$ cat config.mk
export PLATFORM = sky130hd
export DESIGN_NAME = alert_track_unit
export DESIGN_NICKNAME = d
export VERILOG_FILES = /design/src/rtl/alert_track_pkg.sv /design/src/rtl/alert_mark_array.sv /design/src/rtl/alert_ctrl.sv /design/src/rtl/alert_track_unit.sv
export SDC_FILE = /design/constraint.sdc
export NUM_CORES = 1
export LEC_CHECK = 0
export ABC_AREA = 1
export BUFFER_PORTS_ARGS = -buffer_cell sky130_fd_sc_hd__buf_2
export CORE_MARGIN = 5
export CORE_UTILIZATION = 30
export DETAILED_ROUTE_END_ITERATION = 8
export GPL_TIMING_DRIVEN = 1
export SLEW_MARGIN = 20
export SYNTH_ARGS = -nofsm -noshare
export SYNTH_HDL_FRONTEND = slang
export SYNTH_SLANG_ARGS = --single-unit
$ cat constraint.sdc
create_clock -name clk -period 3.4 [get_ports clk]
set_input_delay 0.34 -clock clk [delete_from_list [all_inputs] [get_ports clk]]
set_output_delay 0.34 -clock clk [all_outputs]
set_load 0.02 [all_outputs]
$ cat src/rtl/alert_track_pkg.sv
package alert_track_pkg;

    typedef enum logic [2:0] {
        OP_NOP           = 3'd0,
        OP_MARK          = 3'd1,
        OP_UNMARK        = 3'd2,
        OP_UNMARK_ALL    = 3'd3,
        OP_SET_HANDLER   = 3'd4,
        OP_CLEAR_HANDLER = 3'd5,
        OP_ENABLE        = 3'd6
    } op_e;

    typedef enum logic [1:0] {
        AT_NONE   = 2'd0,
        AT_REMOTE = 2'd1,
        AT_EVICT  = 2'd2,
        AT_LOST   = 2'd3
    } atype_e;

endpackage

$ cat src/rtl/alert_mark_array.sv
module alert_mark_array #(
    parameter int SETS = 8,
    parameter int WAYS = 2,
    localparam int LINES = SETS * WAYS,
    localparam int IDX_W = (LINES > 1) ? $clog2(LINES) : 1
) (
    input  logic             clk,
    input  logic             rst_n,
    input  logic             evict_valid,
    input  logic [IDX_W-1:0] evict_idx,
    input  logic             op_mark,
    input  logic             op_unmark,
    input  logic             op_clear_all,
    input  logic [IDX_W-1:0] op_idx,
    output logic             evict_hit,
    output logic             rsp_valid,
    output logic             rsp_prev
);

    typedef struct packed {
        logic [LINES-1:0] bits;
        logic             rsp_valid;
        logic             rsp_prev;
    } mark_st_t;

    mark_st_t st_q, st_d;
    logic [LINES-1:0] evict_mask, op_mask;

    // One-hot line selects, one per line
    for (genvar g = 0; g < LINES; g++) begin : g_sel
        assign evict_mask[g] = evict_valid && (evict_idx == IDX_W'(g));
        assign op_mask[g]    = (op_idx == IDX_W'(g));
    end

    always_comb begin
        st_d           = st_q;
        st_d.rsp_valid = 1'b0;
        st_d.rsp_prev  = 1'b0;
        evict_hit      = |(st_q.bits & evict_mask);
        // the eviction is applied before any command on the same line
        st_d.bits      = st_d.bits & ~evict_mask;
        if (op_clear_all) st_d.bits = '0;
        if (op_unmark)    st_d.bits = st_d.bits & ~op_mask;
        if (op_mark) begin
            st_d.rsp_valid = 1'b1;
            st_d.rsp_prev  = |(st_d.bits & op_mask);
            st_d.bits      = st_d.bits | op_mask;
        end
    end

    always_ff @(posedge clk) begin
        if (!rst_n) st_q <= '0;
        else        st_q <= st_d;
    end

    assign rsp_valid = st_q.rsp_valid;
    assign rsp_prev  = st_q.rsp_prev;


    mark_rsp_chk: assert property (@(posedge clk) disable iff (!rst_n)
        op_mark |=> (rsp_valid && st_q.bits[$past(op_idx)]));


    evict_first_chk: assert property (@(posedge clk) disable iff (!rst_n)
        (op_mark && evict_valid && op_idx == evict_idx) |=> !rsp_prev);


    flash_clear_chk: assert property (@(posedge clk) disable iff (!rst_n)
        (op_clear_all && !op_mark) |=> (st_q.bits == '0));

endmodule

$ cat src/rtl/alert_ctrl.sv
module alert_ctrl
    import alert_track_pkg::*;
#(
    parameter int ADDR_W = 32
) (
    input  logic              clk,
    input  logic              rst_n,
    input  logic              set_handler,
    input  logic              clear_handler,
    input  logic              enable,
    input  logic [ADDR_W-1:0] handler_addr,
    input  logic              evict_hit,
    input  logic              evict_cause,
    input  logic [ADDR_W-1:0] cur_pc,
    output logic              alert_fire,
    output logic [ADDR_W-1:0] handler,
    output logic [ADDR_W-1:0] old_pc,
    output logic [1:0]        alert_type,
    output logic              alert_en
);

    typedef struct packed {
        logic [ADDR_W-1:0] handler;
        logic [ADDR_W-1:0] old_pc;
        logic              en;
        logic              pend;
        atype_e            ptype;
        atype_e            atype;
        logic              fire;
    } ctrl_st_t;

    ctrl_st_t st_q, st_d;
    logic armed, deliver;

    always_comb begin
        st_d      = st_q;
        st_d.fire = 1'b0;
        armed     = (st_q.handler != '0);
        deliver   = st_q.pend && st_q.en && armed;

        if (deliver) begin
            st_d.fire   = 1'b1;
            st_d.en     = 1'b0;
            st_d.old_pc = cur_pc;
            st_d.atype  = st_q.ptype;
            st_d.pend   = 1'b0;
            st_d.ptype  = AT_NONE;
        end
        if (evict_hit && armed) begin
            if (st_q.pend && !deliver) st_d.ptype = AT_LOST;
            else st_d.ptype = evict_cause ? AT_EVICT : AT_REMOTE;
            st_d.pend = 1'b1;
        end
        // a delivery in the same cycle masks again
        if (enable && !deliver) st_d.en = 1'b1;
        if (set_handler) st_d.handler = handler_addr;
        if (clear_handler) begin
            st_d.handler = '0;
            st_d.pend    = 1'b0;
            st_d.ptype   = AT_NONE;
        end
    end

    always_ff @(posedge clk) begin
        if (!rst_n) st_q <= '0;
        else        st_q <= st_d;
    end

    assign alert_fire = st_q.fire;
    assign handler    = st_q.handler;
    assign old_pc     = st_q.old_pc;
    assign alert_type = st_q.atype;
    assign alert_en   = st_q.en;


    fire_masks_chk: assert property (@(posedge clk) disable iff (!rst_n)
        alert_fire |-> (!alert_en && $past(alert_en)));


    fire_pulse_chk: assert property (@(posedge clk) disable iff (!rst_n)
        alert_fire |=> !alert_fire);


    old_pc_chk: assert property (@(posedge clk) disable iff (!rst_n)
        alert_fire |-> (old_pc == $past(cur_pc)));


    no_handler_chk: assert property (@(posedge clk) disable iff (!rst_n)
        (handler == '0) |=> !alert_fire);

endmodule

$ cat src/rtl/alert_track_unit.sv
module alert_track_unit
    import alert_track_pkg::*;
#(
    parameter int ADDR_W     = 32,
    parameter int LINE_BYTES = 64,
    parameter int SETS       = 8,
    parameter int WAYS       = 2,
    localparam int OFF_W = $clog2(LINE_BYTES),
    localparam int SET_W = (SETS > 1) ? $clog2(SETS) : 1,
    localparam int WAY_W = (WAYS > 1) ? $clog2(WAYS) : 1
) (
    input  logic              clk,
    input  logic              rst_n,
    input  logic              cmd_valid,
    input  logic [2:0]        cmd_op,
    input  logic [ADDR_W-1:0] cmd_addr,
    input  logic [WAY_W-1:0]  cmd_way,
    output logic              mark_rsp_valid,
    output logic              mark_rsp_prev,
    input  logic              evict_valid,
    input  logic [SET_W-1:0]  evict_set,
    input  logic [WAY_W-1:0]  evict_way,
    input  logic              evict_cause,
    input  logic [ADDR_W-1:0] cur_pc,
    output logic              alert_fire,
    output logic [ADDR_W-1:0] alert_target,
    output logic [ADDR_W-1:0] alert_old_pc,
    output logic [1:0]        alert_type,
    output logic              alert_en
);

    localparam int LINES = SETS * WAYS;
    localparam int IDX_W = (LINES > 1) ? $clog2(LINES) : 1;

    op_e              op;
    logic [SET_W-1:0] cmd_set;
    logic [IDX_W-1:0] op_idx, evict_idx;
    logic             evict_hit;

    assign op        = cmd_valid ? op_e'(cmd_op) : OP_NOP;
    assign cmd_set   = cmd_addr[OFF_W +: SET_W];
    assign op_idx    = IDX_W'(int'(cmd_set) * WAYS + int'(cmd_way));
    assign evict_idx = IDX_W'(int'(evict_set) * WAYS + int'(evict_way));

    alert_mark_array #(.SETS(SETS), .WAYS(WAYS)) u_marks (
        .clk          (clk),
        .rst_n        (rst_n),
        .evict_valid  (evict_valid),
        .evict_idx    (evict_idx),
        .op_mark      (op == OP_MARK),
        .op_unmark    (op == OP_UNMARK),
        .op_clear_all (op == OP_UNMARK_ALL || op == OP_CLEAR_HANDLER),
        .op_idx       (op_idx),
        .evict_hit    (evict_hit),
        .rsp_valid    (mark_rsp_valid),
        .rsp_prev     (mark_rsp_prev)
    );

    alert_ctrl #(.ADDR_W(ADDR_W)) u_ctrl (
        .clk           (clk),
        .rst_n         (rst_n),
        .set_handler   (op == OP_SET_HANDLER),
        .clear_handler (op == OP_CLEAR_HANDLER),
        .enable        (op == OP_ENABLE),
        .handler_addr  (cmd_addr),
        .evict_hit     (evict_hit),
        .evict_cause   (evict_cause),
        .cur_pc        (cur_pc),
        .alert_fire    (alert_fire),
        .handler       (alert_target),
        .old_pc        (alert_old_pc),
        .alert_type    (alert_type),
        .alert_en      (alert_en)
    );

endmodule

* Word-level counts from Yosys, hierarchy flattened *
Cells that the tools add are included.

cells by class
  add/subtract/negate cells = 2
  equality and inequality tests = 36
  mux-type cells = 9
  bitwise logic cells = 8
  reductions and logical operators = 32

operators by type and width
  operator                                                          count
  16-bit AND                                                        4
  4-bit == test (second input constant)                             16
  4-bit by 3-bit == test with 1-bit output (second input constant)  8
  16-bit 2-to-1 mux                                                 2
  16-bit inverter                                                   2
  32-bit nonzero test                                               1
  16-bit OR reduction                                               2
  1-bit logical AND                                                 21
  18-bit 2-to-1 mux                                                 1
  4-bit by 2-bit == test with 1-bit output (second input constant)  4
  16-bit OR                                                         1
  3-bit == test (second input constant)                             3
  4-bit by 1-bit adder with 4-bit output                            2
  4-bit by 1-bit == test with 1-bit output (second input constant)  2
  4-bit zero test                                                   2
  7-bit 2-to-1 mux                                                  1
  3-bit by 2-bit == test with 1-bit output (second input constant)  2
  3-bit 2-to-1 mux                                                  2
  2-bit 2-to-1 mux                                                  2
  2-bit nonzero test                                                2
  3-bit by 1-bit == test with 1-bit output (second input constant)  1
  2-bit AND reduction                                               1
  2-bit OR reduction                                                1
  1-bit zero test                                                   1
  other kinds (3)                                                   3

storage, ports and cells
  bits in registers = 89
  input port bits = 77
  output and inout bits = 70
  logic and storage cells = 97

* Depth between registers and ports, before layout *
Gate-level depths: netlist (run 1).

  depth in word-level cells = 11
  gate-level depth with buffers = 12
  mapped depth without buffers = 12

* Cells and area by module *
A second synthesis (run 1) with hierarchy kept.

second synthesis, totals
  cells, all modules = 645
  area total of the unflattened synthesis = 4441.8 sq um

by module, submodules not included
  module            times used  cells an instance  area an instance (sq um)  seq. area each (sq um)
  alert_ctrl        1           408                3051.7                    1421.4
  alert_mark_array  1           220                1318.8                    360.3
  alert_track_unit  1           17                 71.3                      0.0

* Worst setup path before layout (run 1) *
Ideal clock, no wire load.

  path type = input to register
  from = in rst_n
  to = reg u_ctrl.st_q (netlist bit u_ctrl.handler[23])
  library setup time = 0.070 ns
  data arrival time = 1.239 ns
  data required time = 3.330 ns
  path slack = 2.091 ns
  cell stages on the path = 6
  buffers on the path = 2
  path through = buf_4 -> inv_2 -> a21oi_1 -> clkbuf_1 -> o21ai_0 -> a21oi_1

between the ends
  cells in the longest elaborated chain, start to end = 2

RTL lines
  item                          RTL line                RTL
  start, declared               alert_track_unit.sv:13  input logic rst_n,
  1-bit inverter (no line)      n/a
  2-bit OR reduction (no line)  n/a
  end signal, assigned          alert_ctrl.sv:66        else st_q <= st_d;
  end, declared                 alert_ctrl.sv:32        ctrl_st_t st_q, st_d;

No other way between the ends.
A chain may end at the register's enable or synchronous reset.

* Worst setup path after layout (run 1) *
  from = reg u_ctrl.st_q (netlist bit u_ctrl.handler[8])
  to = reg u_ctrl.st_q[4] (netlist bit)

between the ends
  cells in the longest elaborated chain, start to end = 6
  elaborated cells between the ends (all ways) = 8
  classes of those cells = mux: 2; reduce/logical: 6

RTL lines
  item                     RTL line          RTL
  32-bit nonzero test (*)  alert_ctrl.sv:38  armed = (st_q.handler != '0);
  1-bit logical AND        alert_ctrl.sv:39  deliver = st_q.pend && st_q.en && armed;
  1-bit zero test          alert_ctrl.sv:50  if (st_q.pend && !deliver) st_d.ptype = AT_LOST;
  1-bit logical AND        alert_ctrl.sv:50
  2-bit 2-to-1 mux         alert_ctrl.sv:50
  3-bit 2-to-1 mux         alert_ctrl.sv:49  if (evict_hit && armed) begin

Every way passes the cells marked *; elsewhere a longest branch is shown, timed or not.

==> impl_metrics.ini, run 1 <==
[run_status]
status = complete, no violations

[critical_path]
arrival_ns = 2.39
crit_slowest_cell = nand2_1
worstRegToRegCells = 8
cp_max_fo = 22
crit_required_ns = 3.67
path_cells = nor2_1 -> nand2_1 -> nor2_1 -> nand4_1 -> nand2_1 -> buf_4 -> nand3_1 -> a21oi_1
path_class = flip-flop to flip-flop
endpoint_kind = flip-flop
max_stage_delay_ns = 0.56
ff2ff_setup_slack_ns = 1.28
r2r-end = u_ctrl.st_q[4]
start_kind = flip-flop
reg2reg_from = u_ctrl.handler[8]

[floorplan]
core_um2 = 14600
io_pins = 147
start_util_pct = 30.8
fp.dieArea_um2 = 17600
die_w_um = 133
die_height_um = 133
std_cell_rows = 44

[clocking]
cts-root-buf = clkbuf_16
postCtsSetupRepairBufs = 0
path_clk_slew_ns = 0.07
clk_latency_ns = 0.34
cts_sinks = 89
cts.path.max_buffers = 2
htreeDepth = 3
numCtsBuffers = 9
holdBufCountCts = 0
cts-resized-gates = 0
cts_tree = done

[drt]
routed_wl_mm = 11.7
drc = 0
dr.pass1.iters = 6
viasPerCell = 4.50
wire_per_inst_um = 13.0
ant_nets = 0
drt_iter0_drc = 190
vias = 4047

[synth]
synth_nets = 720
ys_ff_latch = 89
synthMuxAreaShare_pct = 0
syn_area_um2 = 4510
synth-compound-area-share_pct = 14.1
yosysTopAreaCell = dfxtp_1
yosysSeqAreaShare_pct = 39.5
synth_fa_ha_area_share_pct = 0
synth-simple-area-share_pct = 25.8
synth_top_family_by_area = simple AND/OR/NAND/NOR gates
synth_top_cell_area_share_pct = 39.5
ys_types = 22
ys_warn_count = 0
synthXorXnorAreaFrac_pct = 0
syn_area_per_cell_um2 = 7.02
yosys-top-cells-area = dfxtp_1 (39%), buf_4 (12%), nand2_1 (10%)
netlist_instances = 643

[timing]
setup_violations = 0
whs_ns = 0.180
finalHoldViolations = 0
tightest_slew_ns = 0.956
timing.clock.skew_ns = 0.00741
period_share_pct = 62.4
finalMaxSlewViolations = 0
fin_ws_ns = 1.28
period_needed_ns = 2.12
tns_ns = 0
fmax_ghz = 0.471
grt_setup_unrepaired = no
maxSlewHeadroom_pct = 36.1

[power_and_ir_drop]
total_power_mw = 2.26
peakVddDrop_uv = 258
p_sw_mw = 0.541
power.leakage_nw = 2.70
cellPowerDensity_nw_per_um2 = 436
combPwrFrac_pct = 8.8
clockPowerShare_pct = 44.0
swShare_pct = 24.0
internal_power_mw = 1.72
pwr-share-seq_pct = 47.2

[global_route]
overflow = 0
grt_usage_pct = 13.5
grt_pass1_wl_mm = 19.4
antenna_found_initial = 0
grt_max_degree = 41
grt_pass1_vias = 3892

[worst_hold_path]
min_from = cur_pc[4]
min_path_type = input port to flip-flop
holdPathEnd = u_ctrl.old_pc[4]
min_path_cells = 3

[place]
preCtsSetupSlack_ns = 1.28
gp_congestion = 0.803
dp_hpwl_mm = 8.77
port_buffers = 146

[layout]
antennaDiodeCount = 0
final_nets = 788
area_delta_synth_final_pct = 14.9
drive_above_1_share_pct = 25.3
fillers = 1580
layout_common_cells = buf_2 (146), nand2_1 (126), dfxtp_1 (89), inv_1 (77), nor2_1 (59)
final_common_cell = buf_2
final_core_util_pct = 35.4

[flow_run]
cap_violations = 0
==> power by group through the flow <==
stage                     Sequential (mW)  Combinational (mW)  Clock [mW]
after floorplan                      1.09               0.126           0
after global placement               1.09               0.201           0
after detailed placement             1.09               0.202           0
after CTS                            1.07               0.202        1.03
after global routing                 1.07               0.226        1.07
final                                1.07               0.199       0.993
==> routing by layer <==
metal / vias to the layer above / share of wire (%) / GRT usage [%]
met3: 12 / 6.1 / 4.48
met2: 120 / 48 / 22.5
met1: 1771 / 45 / 16.6
met5: - / 0 / 0
met4: 0 / 1.6 / 3.98
li1: 2144 / - / -
==> sequential cells by signal, summed over array words and instances (netlist names) <==
register,count
u_ctrl.handler,32
u_marks.st_q,16
u_ctrl.alert_type,2
u_ctrl.st_q,3
u_ctrl.alert_en,1
u_ctrl.old_pc,32
u_marks.rsp_prev,1
u_marks.rsp_valid,1
u_ctrl.alert_fire,1
==> worst max-delay path by stage <==
stage | from | end | slack (ns) | cells after the start
floorplan | rst_n | u_ctrl.handler[23] | 2.09 | 6
global placement | rst_n | u_ctrl.handler[24] | 1.29 | 6
detailed placement | u_ctrl.handler[30] | u_ctrl.st_q[4] | 1.28 | 8
CTS | u_ctrl.handler[8] | u_ctrl.st_q[4] | 1.24 | 8
global route | u_ctrl.handler[12] | u_ctrl.st_q[4] | 1.00 | 8
finish | u_ctrl.handler[8] | u_ctrl.st_q[4] | 1.28 | 8
==> metrics by stage <==
stage	area [um^2]	cells
after floorplan	4510	643
after global placement	4890	884
after detailed placement	4890	884
after CTS	5190	900
after global routing	5190	900
final	5190	900
==> worst max-delay path: cells and delay by family, from the launching register on <==
kind / cells / cell delay, ns
buffers and inverters: 1 / 0.37
AND/OR/NAND/NOR: 6 / 1.23
flip-flops: 1 / 0.33
AO/OA/AOI/OAI: 1 / 0.12
==> cell type report <==
| cell class | instances | area [um^2] | share of cell area [%] |
|---|---|---|---|
| flip-flops and latches | 89 | 1780 | 34.4 |
| clock inverters | 4 | 51.3 | 0.989 |
| clock buffers | 12 | 246 | 4.75 |
| well taps | 184 | 230 | 4.44 |
| multi-input cells | 381 | 1810 | 34.9 |
| inverters | 79 | 297 | 5.72 |
| repair buffers | 151 | 768 | 14.8 |
==> cell usage after synthesis, drive strengths merged <==
master	number
buf	80
clkbuf	14
o211ai	15
o21ai	36
o211a	1
a21oi	46
nor3	3
nand4	17
nand3	51
nand2	129
nor2	67
dfxtp	89
o22ai	16
inv	79
==> cells by family after synthesis <==
| group | count (synthesis) |
|---|---|
| flip-flops | 89 |
| buffers and inverters | 173 |
| AO/OA/AOI/OAI | 114 |
| AND/OR/NAND/NOR | 267 |
No activity file was read; power rests on OpenSTA's default activity.
==> run 2, diff against run 1 <==
Settings changed: ABC_AREA 1 to 0.
Clock period 3.4 ns to 2.1 ns, I/O delays scaled along.
==> run 2 against run 1 <==
Core utilization increased by 0.56 points. Maximum frequency increased by 14%. Clock power grew 89%. Final cell count down 21%. Register-to-register slack got worse by 1.0 ns. Area after synthesis down 11%. Power grew 72%. Non-clock buffer count shrank 1. Die area fell by 10%. Critical endpoint is now u_ctrl.old_pc[4]. Largest power group is now the clock network.
==> impl_metrics.ini, run 2 <==
[synth]
ys_ff_latch = 89
async_flop_share_pct = 0
ys.flop_type = dfxtp_1
synth_edf_count = 0
yosys-top-cells-area = dfxtp_1 (44%), buf_4 (13%), a22o_1 (7.4%)
ys_warn_count = 0
syn_area_um2 = 4010
synth_common_cells = dfxtp_1 (89), nand2_1 (79), buf_4 (67)
synth_top_cell_area_share_pct = 44.5
synth_nets = 535
yosysSeqAreaShare_pct = 44.5
syn_area_per_cell_um2 = 8.75
netlist_instances = 458
ys_types = 35
synthMostInstantiatedCell = dfxtp_1
yosysTopAreaCell = dfxtp_1

[place]
post_dp_cell_area_um2 = 4390
dp_hpwl_mm = 8.01
gp_congestion = 0.839
port_buffers = 146
dp.cells = 693

[clocking]
path_clk_slew_ns = 0.07
cts_sinks = 89
cts-root-buf = clkbuf_16
cts.path.max_buffers = 2
postCtsSetupRepairBufs = 0
cts_tree = done
holdBufCountCts = 0
htreeDepth = 3
clk_latency_ns = 0.34
numCtsBuffers = 9
cts-resized-gates = 0

[floorplan]
die_w_um = 126
die_height_um = 126
fp.dieArea_um2 = 15800
io_pins = 147
std_cell_rows = 42
core_um2 = 13200
start_util_pct = 30.4

[critical_path]
reg2reg_from = u_ctrl.handler[17]
arrival_ns = 2.15
cp_max_fo = 35
r2r-end = u_ctrl.old_pc[4]
path_class = flip-flop to flip-flop
worstRegToRegCells = 6
start_kind = flip-flop
ff2ff_setup_slack_ns = 0.23
crit_slowest_cell = nor4_1
path_cells = nor4_1 -> nand4_1 -> o211ai_2 -> and2_1 -> buf_12 -> a22o_1
crit_required_ns = 2.39
endpoint_kind = flip-flop
crit_start = u_ctrl.handler[17]
max_stage_delay_ns = 0.36
worst-path-buf-inv = 1
crit_family = simple AND/OR/NAND/NOR gates
critPathCapture = u_ctrl.old_pc[4]
crit_cells = 6

[global_route]
antenna_found_initial = 1
grt_usage_pct = 13.5
grt_pass1_wl_mm = 17.3
overflow = 0
grt_max_degree = 36
grt_pass1_vias = 3469

[drt]
routed_wl_mm = 10.7
dr.pass1.iters = 4
drc = 0
viasPerCell = 4.86
vias = 3447
wl_met1_mm = 4.54
highest_layer = met5
dr_wl_met2_mm = 5.28
drt_iter0_drc = 202
wire_per_inst_um = 15.1
ant_nets = 0
met3_length_um = 602

[power_and_ir_drop]
cellPowerDensity_nw_per_um2 = 817
power.leakage_nw = 2.01
swShare_pct = 22.3
clockPowerShare_pct = 48.5
combPwrFrac_pct = 7.2
peakVddDrop_uv = 446
total_power_mw = 3.88
pwr-share-seq_pct = 44.3
p_sw_mw = 0.864
internal_power_mw = 3.01

[layout]
layout_common_cells = buf_2 (146), dfxtp_1 (89), nand2_1 (79), a21oi_1 (37), a22o_1 (34)
area_delta_synth_final_pct = 18.5
final_nets = 605
final_cells = 709
final_common_cell = buf_2
antennaDiodeCount = 0
drive_above_1_share_pct = 32.8
final_cell_area_um2 = 4750

[run_status]
status = complete, no violations

[timing]
period_needed_ns = 1.87
tns_ns = 0
fmax_ghz = 0.535
grt_setup_unrepaired = no
finalMaxSlewViolations = 0
tightest_slew_ns = 0.684
setup_violations = 0
finalHoldViolations = 0
timing.clock.skew_ns = 0.00862
period_share_pct = 89.0
maxSlewHeadroom_pct = 54.4

[worst_hold_path]
min_path_type = input port to flip-flop

[flow_run]
cap_violations = 0
==> run 2: cell count changes after synthesis, moves of 18 or more <==
| cell | before | now |
|---|---|---|
| a22o_1 | 0 | 34 |
| inv_1 | 77 | 5 |
| nand2_1 | 126 | 79 |
| nand3_1 | 51 | 10 |
| nor2_1 | 59 | 23 |
| o21ai_0 | 34 | 16 |
==> run 2: final cells by class <==
type                       instances  area (um^2)
clock buffer                      10          239
clock inverter                     6          115
fill                            1372         8440
inverter                           5         18.8
multi-input combinational        273         1590
sequential                        89         1780
tap                              176          220
timing repair buffer             150          786
==> run 2: worst reg2reg max path: stages, from the launching register on <==
cell	delay, ns
dfxtp_1	0.32
nor4_1	0.36
nand4_1	0.26
o211ai_2	0.30
and2_1	0.21
buf_12	0.20
a22o_1	0.17
==> run 2: metal layers <==
layer	GRT usage (%)	up-vias
met3	4.01	19
met1	16.4	1592
li1	-	1700
met5	0	-
met2	22.1	134
met4	6.38	2
==> run 2: how the worst min path moves through the flow <==
stage | start | endpoint | slack [ns] | cells after the start
finish | cur_pc[19] | u_ctrl.old_pc[19] | 0.08 | 2
detailed placement | cur_pc[11] | u_ctrl.old_pc[11] | 0.43 | 2
global route | cur_pc[2] | u_ctrl.old_pc[2] | 0.06 | 2
CTS | cur_pc[2] | u_ctrl.old_pc[2] | 0.06 | 2
floorplan | cur_pc[25] | u_ctrl.old_pc[25] | 0.34 | 1
global placement | cur_pc[21] | u_ctrl.old_pc[21] | 0.43 | 2
==> run 2: power by group through the flow <==
stage               combinational [mW]  clock [mW]  sequential (mW)
global route                     0.307        2.01             1.72
CTS                              0.278        1.93             1.72
global placement                 0.275           0             1.75
finish                           0.278        1.88             1.72
floorplan                        0.167           0             1.75
detailed placement               0.277           0             1.76
==> run 2: cell families (layout without fill, tap and decap cells) <==
logic type / Yosys count / in the layout / synth area share [%]
xor+xnor: 1 / 1 / 0.219
simple gates: 142 / 142 / 15.8
flops: 89 / 89 / 44.5
compound gates: 122 / 122 / 21.0
buf+inv: 96 / 171 / 16.2
mux: 8 / 8 / 2.31
==> run 2: stage by stage <==
step	setup WS [ns]	hold slack [ns]	util, %
after floorplan	0.533	0.343	-
after global placement	0.241	0.426	33.3
after detailed placement	0.208	0.431	33.3
after CTS	0.187	0.0612	36.0
after global routing	0.0542	0.0615	36.0
final	0.230	0.0768	36.0
